**src/rtl/rx_dl_fifo.sv**
```systemverilog
module rx_dl_fifo #(
  parameter int DEPTH = 64,
  parameter int DW    = 8,
  localparam int AW = $clog2(DEPTH),
  localparam int CW = AW + 1
) (
  input  logic          clk,
  input  logic          rst_n,
  input  logic [1:0]    mode,
  input  logic          wr_en,
  input  logic [DW-1:0] wr_data,
  input  logic          wr_eom,
  input  logic          rd_en,
  output logic [DW-1:0] rd_data,
  output logic          rd_eom,
  output logic [CW-1:0] level,
  input  logic [CW-1:0] near_thr,
  input  logic [CW-1:0] fill_lim,
  input  logic          stat_rd,
  input  logic [2:0]    irq_en,
  output logic          st_full,
  output logic          st_near,
  output logic          st_msg,
  output logic          irq
);

  localparam logic [1:0] M_HDLC = 2'b00;
  localparam logic [1:0] M_P6   = 2'b01;
  localparam logic [DW-1:0] P6_MASK = DW'({6{1'b1}});

  logic [DW:0]   mem [DEPTH];
  logic [AW-1:0] wptr, rptr;
  logic [CW-1:0] count, eom_cnt;
  logic [2:0]    src, prev, flags;

  wire full_q  = (count == CW'(DEPTH));
  wire empty_q = (count == '0);
  wire wacc    = wr_en && !full_q;
  wire racc    = rd_en && !empty_q;
  wire hdlc    = (mode == M_HDLC);
  wire [DW:0] head = mem[rptr];
  wire [DW-1:0] wdat = (mode == M_P6) ? (wr_data & P6_MASK) : wr_data;

  assign src[0] = hdlc ? (wr_en && full_q) : (count >= fill_lim);
  assign src[1] = (count >= near_thr);
  assign src[2] = (eom_cnt != '0);

  always_ff @(posedge clk)
    if (wacc) mem[wptr] <= {wr_eom, wdat};

  always_ff @(posedge clk) begin
    if (!rst_n) begin
      wptr    <= '0;
      rptr    <= '0;
      count   <= '0;
      eom_cnt <= '0;
      prev    <= '0;
      flags   <= '0;
    end else begin
      if (wacc) wptr <= (wptr == AW'(DEPTH-1)) ? '0 : wptr + 1'b1;
      if (racc) rptr <= (rptr == AW'(DEPTH-1)) ? '0 : rptr + 1'b1;
      count   <= count + CW'(wacc) - CW'(racc);
      eom_cnt <= eom_cnt + CW'(wacc && wr_eom) - CW'(racc && head[DW]);
      prev    <= src;
      flags   <= (flags & ~{3{stat_rd}}) | (src & ~prev);
    end
  end

  assign rd_data = empty_q ? '0 : head[DW-1:0];
  assign rd_eom  = !empty_q && head[DW];
  assign level   = count;
  assign st_full = flags[0];
  assign st_near = flags[1];
  assign st_msg  = flags[2];
  assign irq     = |(flags & irq_en);


  level_bound_chk: assert property (@(posedge clk) disable iff (!rst_n)
    level <= CW'(DEPTH));


  last_pop_chk: assert property (@(posedge clk) disable iff (!rst_n)
    (rd_en && !wr_en && level == CW'(1)) |=> (level == '0));


  overrun_flag_chk: assert property (@(posedge clk) disable iff (!rst_n)
    (mode == M_HDLC && wr_en && level == CW'(DEPTH)) |=> st_full);


  overrun_hold_chk: assert property (@(posedge clk) disable iff (!rst_n)
    (wr_en && !rd_en && level == CW'(DEPTH)) |=> (level == CW'(DEPTH)));


  msg_set_chk: assert property (@(posedge clk) disable iff (!rst_n)
    (wr_en && wr_eom && level == '0) |=> ##1 st_msg);


  irq_src_chk: assert property (@(posedge clk) disable iff (!rst_n)
    irq |-> (st_full || st_near || st_msg));

endmodule

```
**config.mk**
```make
export PLATFORM = sky130hd
export DESIGN_NAME = rx_dl_fifo
export DESIGN_NICKNAME = d
export VERILOG_FILES = /design/src/rtl/rx_dl_fifo.sv
export SDC_FILE = /design/constraint.sdc
export NUM_CORES = 1
export LEC_CHECK = 0
export CORE_MARGIN = 2
export CORE_UTILIZATION = 40
export DETAILED_ROUTE_END_ITERATION = 7
export GPL_TIMING_DRIVEN = 0
export RECOVER_POWER = 100
export SLEW_MARGIN = 20
export SYNTH_ARGS = -nofsm -noshare
export SYNTH_HDL_FRONTEND = slang
export SYNTH_SLANG_ARGS = --single-unit
```
**constraint.sdc**
```tcl
create_clock -name clk -period 10.96 [get_ports clk]
set_clock_uncertainty 0.1 [all_clocks]
set_input_delay 3.288 -clock clk [delete_from_list [all_inputs] [get_ports clk]]
set_output_delay 3.288 -clock clk [all_outputs]
set_load 0.02 [all_outputs]
```
[Yosys cells after proc, flatten, opt, wreduce, memory -nomap -nowiden]
Memories as Yosys holds them, arrays and structs flattened. A register that Yosys moved wholly into a read port is not among the register bits.
Cells that the tools add are included.
Cells by class
  reductions and logical operators: 12
  eq/ne operators: 4
  magnitude comparators: 2
  add/sub/neg operators: 6
  muxes and demuxes: 9
  bitwise operators: 6
Operators by type and width (number)
  $mux 6: 4
  $mux 8: 2
  $add 7x1->7: 2
  $ge 7x7->1: 2
  $sub 7x1->7: 2
  $add 6x1->6 const B: 2
  $eq 6x6->1 const B: 2
  $and 3x3->3: 3
  $eq 7x7->1 const B: 1
  $logic_not 7->1: 1
  $reduce_bool 7->1: 1
  $logic_and 1x1->1: 6
  $not 3->3: 2
  $mux 1: 3
  $or 3x3->3: 1
  $reduce_or 3->1: 1
  $eq 2x1->1 const B: 1
  $logic_not 1->1: 2
  $logic_not 2->1: 1
Word-level totals
  RAM bits: 576
  flip-flop bits (word level): 32
  output and inout bits: 20
  memories: 1
  word-level logic and storage cells: 46
  bits of input ports: 33
Memory list
  mem: words 64, width 9, rd ports 1, clocked after memory_dff 1, write ports 1, line 31  | logic [DW:0] mem [DEPTH];

[Depth between registers and ports, before layout]
  depth in word-level cells: 6
  mapped depth: 19
  depth with buffers taken out: 17

[Least setup slack after synthesis]
OpenSTA, ideal clock, no wires.
  kind: input port to output port
  start point: input port irq_en[0]
  end point: output port irq
  data required time: 7.572 ns
  buffers on the path: 0
  slack: 3.828 ns
  arrival time: 3.744 ns
  cell stages on the path: 2
  cells stage by stage: a222oi_1 inv_1
On the way
  word-level cells in the longest chain between the ends: 2
RTL lines
  start: declaration: line 20  | input logic [2:0] irq_en,
  $and 3x3->3: line 75  | assign irq = |(flags & irq_en);
  $reduce_or 3->1: line 75
  end: declaration: line 24  | output logic irq
Every way passes these cells.

==> results.md <==
- The maximum clock rate is 111 MHz.
- After detailed routing, the average wire length per cell comes to 29.6 um.
- The hold buffer count at cts is 0.
- The class of the tightest hold or removal check is register to register.
- The post-layout utilization of the core is 0.464.
- The post-DP HPWL is 43.0 mm.
- The number of enable-type register cells in the synthesized netlist is 576.
- Once placement finished, the instance area stood at 26100 um2.
- The pin count of the biggest net entering global routing is 65.
- The root buffer cell is clkbuf_16.
- The checks that failed: capacitance limit, slew limit.
- The clock-pin transition on the worst setup and hold timing paths is 0.06 ns.
- The endpoint required time on the critical path is 7.57 ns.
- The detail route stage leaves a number of antenna-violating nets equal to 0.
- Yosys mapped the design onto 56 distinct sky130hd cell types.
- Summed over all cells, the static leakage comes to 8.78 nW.
- The arrival time at the worst endpoint is 5.60 ns.
- The clock sink total is 614.
- The run finished, with violations left.
- The sequential fraction of the synthesis area is 0.738.
- Walking the worst path, the cells encountered are clkbuf_1 -> clkbuf_1 -> clkbuf_1 -> mux4_2 -> o22ai_1 -> nor3_1 -> a21oi_1 -> o21ai_0 -> dlygate4sd3_1.
- Subtracting the final worst setup slack from the clock period gives 8.99 ns.
- TritonCTS built the clock tree.
- For the final routed database, the setup TNS stands at 0 ns.
- The pre-antenna-repair detailed-routing pass consisted of 5 iterations.
- In this run the worst path has a maximum fanout of 10.
- For this run the aggregate overflow at the end of global routing stands at 0.
- The worst setup path is of the register to primary output kind.
- The finished cells cover 28000 um2.
- The number of placed instances, taps included is 2121.
- For this design, the slowest cell found on the critical path is clkbuf_1.
- The highest ir drop seen on vdd is 110 uV.
- The layout has 5067 filler cells.
- The floorplan has 90 rows.
- The core region is 60500 um2.
- In the layout the commonest cells are edfxtp_1 (576), mux4_2 (138), nor2_1 (106).
- The number of max-capacitance violations reported is 9.
- The overall routing resource usage is 0.213.
- Setup repair after global routing left no endpoint under its margin.
- STA classifies the critical path startpoint as a register.
- Headroom to the max-slew limit came out at -1.51.
- Synthesis produced a netlist with a net count of 1351.
- The number of setup buffers added after CTS is 0.
- The per-cell via count in the routed design is 5.81.
- Of the cells placed in the final design, the portion with a size suffix greater than 1 is 0.189.
- In this run the mean area of a mapped cell was 19.1 um2.
- The final max-slew violation count was 498.
- Setup violations remaining at the end of the flow were counted as 0.
- The leading cell type in the layout, fill and taps excluded is edfxtp_1.
- The first-iteration detailed-routing DRC count is 1645.
- In this run the count of I/O pins placed on the die edge is 53.
- At the end of routability-driven placement, the weighted congestion stood at 0.989.
- The number of synthesis warnings is 0.
- The longest clock path from root to sink contains 3 buffers.
- The horizontal extent of the die is 251 um.
- The most used flip-flop cell after synthesis is edfxtp_1.
- From synthesis to final layout, the design area changed by 14.6%.
- The clock buffer count from CTS is 66.
- The via count of the first global-routing pass is 12900.
- The transition time of the tightest slew-check pin is 3.77 ns.
- The total power divided by cell area is 217 nW/um2.
- The area enclosed by the die boundary is 63200 um2.
- The via count is 13000.
- The flip-flop and latch count after synthesis is 614.
- The number of gates resized after CTS was 0.
- The worst hold path startpoint is prev[0].
- The initial antenna violation count came to 0.
- The number of endpoints with negative hold slack in the final report is 0.
- The async set-reset flop share out of synthesis is 0.
- In this run the tool buffered the top-level ports with 52 buffer cells.
- The instance count of the mapped netlist is 1282.
- For this run, the post-layout net count is 1476.
- The final wirelength is 66.3 mm.
- The clock tree synthesis step divided the H-tree into 3 levels.
- The synthesized netlist occupies a cell area of 24500 um2.
- STA classifies the critical path endpoint as a primary output.
- The biggest cell delay along the critical path is 0.91 ns.
- The number of non-filler instances in the completed layout is 2239.
- The cell repeated most along the worst path is clkbuf_1.
- In the routed design, unresolved DRC markers number 0.
- Of the available clock period, the critical path in the final layout requires 0.820.
- The chip height is 251 um.
- For this configuration, the core starts out at a cell density of 0.405.
- The wire length of the first global-routing pass is 94.0 mm.
- The clock reaches the later pin of the worst-skew pair after 0.62 ns.
[layout make-up]
| class | instances | area (um2) | area share |
|---|---|---|---|
| Timing Repair Buffer | 57 | 495 | 0.0177 |
| Sequential cell | 614 | 18100 | 0.644 |
| Multi-Input combinational cell | 568 | 5950 | 0.212 |
| Inverter | 39 | 146 | 0.00522 |
| Buffer | 61 | 312 | 0.0111 |
| Tap cell | 782 | 978 | 0.0349 |
| Clock inverter | 36 | 294 | 0.0105 |
| Antenna cell | 1 | 2.50 | 0.0000892 |
| Clock buffer | 81 | 1800 | 0.0643 |
[metal layers]
layer | up-vias | track usage | part of all wire
met5 | - | 0 | 0
met2 | 647 | 0.335 | 0.47
met3 | 99 | 0.0532 | 0.094
met1 | 6837 | 0.292 | 0.41
met4 | 0 | 0.0684 | 0.026
li1 | 5426 | - | -
[synthesized netlist by cell type (4+ instances only)]
cell type    n  area, um2
o21ai_0     15       75.1
nor2_1     106        398
a211oi_1     9       67.6
dfxtp_1     38        761
inv_1       38        143
nor3_1       5       25.0
a221oi_1     5       43.8
o22ai_1     27        169
o221ai_1     4       35.0
ha_1        34        425
nand4_1      7       43.8
a21o_1       6       45.0
or3_1        4       25.0
nand3b_1     5       37.5
nand2b_1    12       75.1
o31ai_1      4       30.0
xor2_1       9       78.8
clkbuf_1    26       97.6
nand2_1     28        105
buf_4        9       67.6
nor2b_1     18        113
o21bai_1     5       37.5
buf_2       20        100
a31oi_1      5       31.3
xnor2_1     10       87.6
edfxtp_1   576      17300
or2_2        6       37.5
and2_1       9       56.3
a21oi_1     23        115
mux2_2       5       56.3
mux4_2     138       3110
mux2i_1     24        240
a2111oi_0    4       35.0
a22o_1       4       35.0
nand3_1     11       55.1
[worst max-delay path: cells and delay by family, from the launching register on]
kind | cells | cell delay (ns)
buffers and inverters | 4 | 2.94
AO/OA/AOI/OAI | 3 | 0.84
AND/OR/NAND/NOR | 1 | 0.46
multiplexers | 1 | 0.40
flip-flops | 1 | 0.36
[flip-flops by register name, indices dropped and copies added (netlist names), named ones only]
register and cells:
prev 3, mem 576, eom_cnt 7, rptr 6
flags 3, wptr 6, level 7
[power by group]
part | leakage, nW | internal [mW] | switching (mW)
combinational | 2.29 | 0.517 | 0.748
sequential | 5.47 | 2.62 | 0.0385
clock | 1.02 | 1.25 | 0.919
total | 8.78 | 4.39 | 1.71
[worst paths after layout]
kind | slack [ns] | cells after the start | to
setup / recovery | 1.97 | 9 | rd_data[6]
hold / removal | 0.33 | 1 | flags[0]
setup reg to reg | 5.38 | 18 | eom_cnt[6]
hold reg to reg | 0.33 | 1 | flags[0]
[cell families (layout without fill, tap and decap cells)]
logic type / after synthesis / in the layout / synth area share
XOR/XNOR: 19 / 19 / 0.00680
flip-flops: 614 / 614 / 0.738
buffers and inverters: 100 / 274 / 0.0188
multiplexers: 168 / 168 / 0.140
adder cells (fa/ha/maj): 36 / 36 / 0.0190
AO/OA/AOI/OAI: 129 / 129 / 0.0360
other: 0 / 1 / 0
AND/OR/NAND/NOR: 216 / 216 / 0.0412
[per-stage QoR]
step | setup slack [ns] | power [mW] | hold slack, ns
3_5_place_dp | 2.96 | 3.98 | 0.319
4_1_cts | 2.61 | 6.13 | 0.327
6_report | 1.97 | 6.09 | 0.328
3_3_place_gp | 2.96 | 3.97 | 0.312
5_1_grt | 1.83 | 6.29 | 0.364
2_1_floorplan | 3.83 | 3.48 | 0.296
No activity file was read; power rests on OpenSTA's default activity.
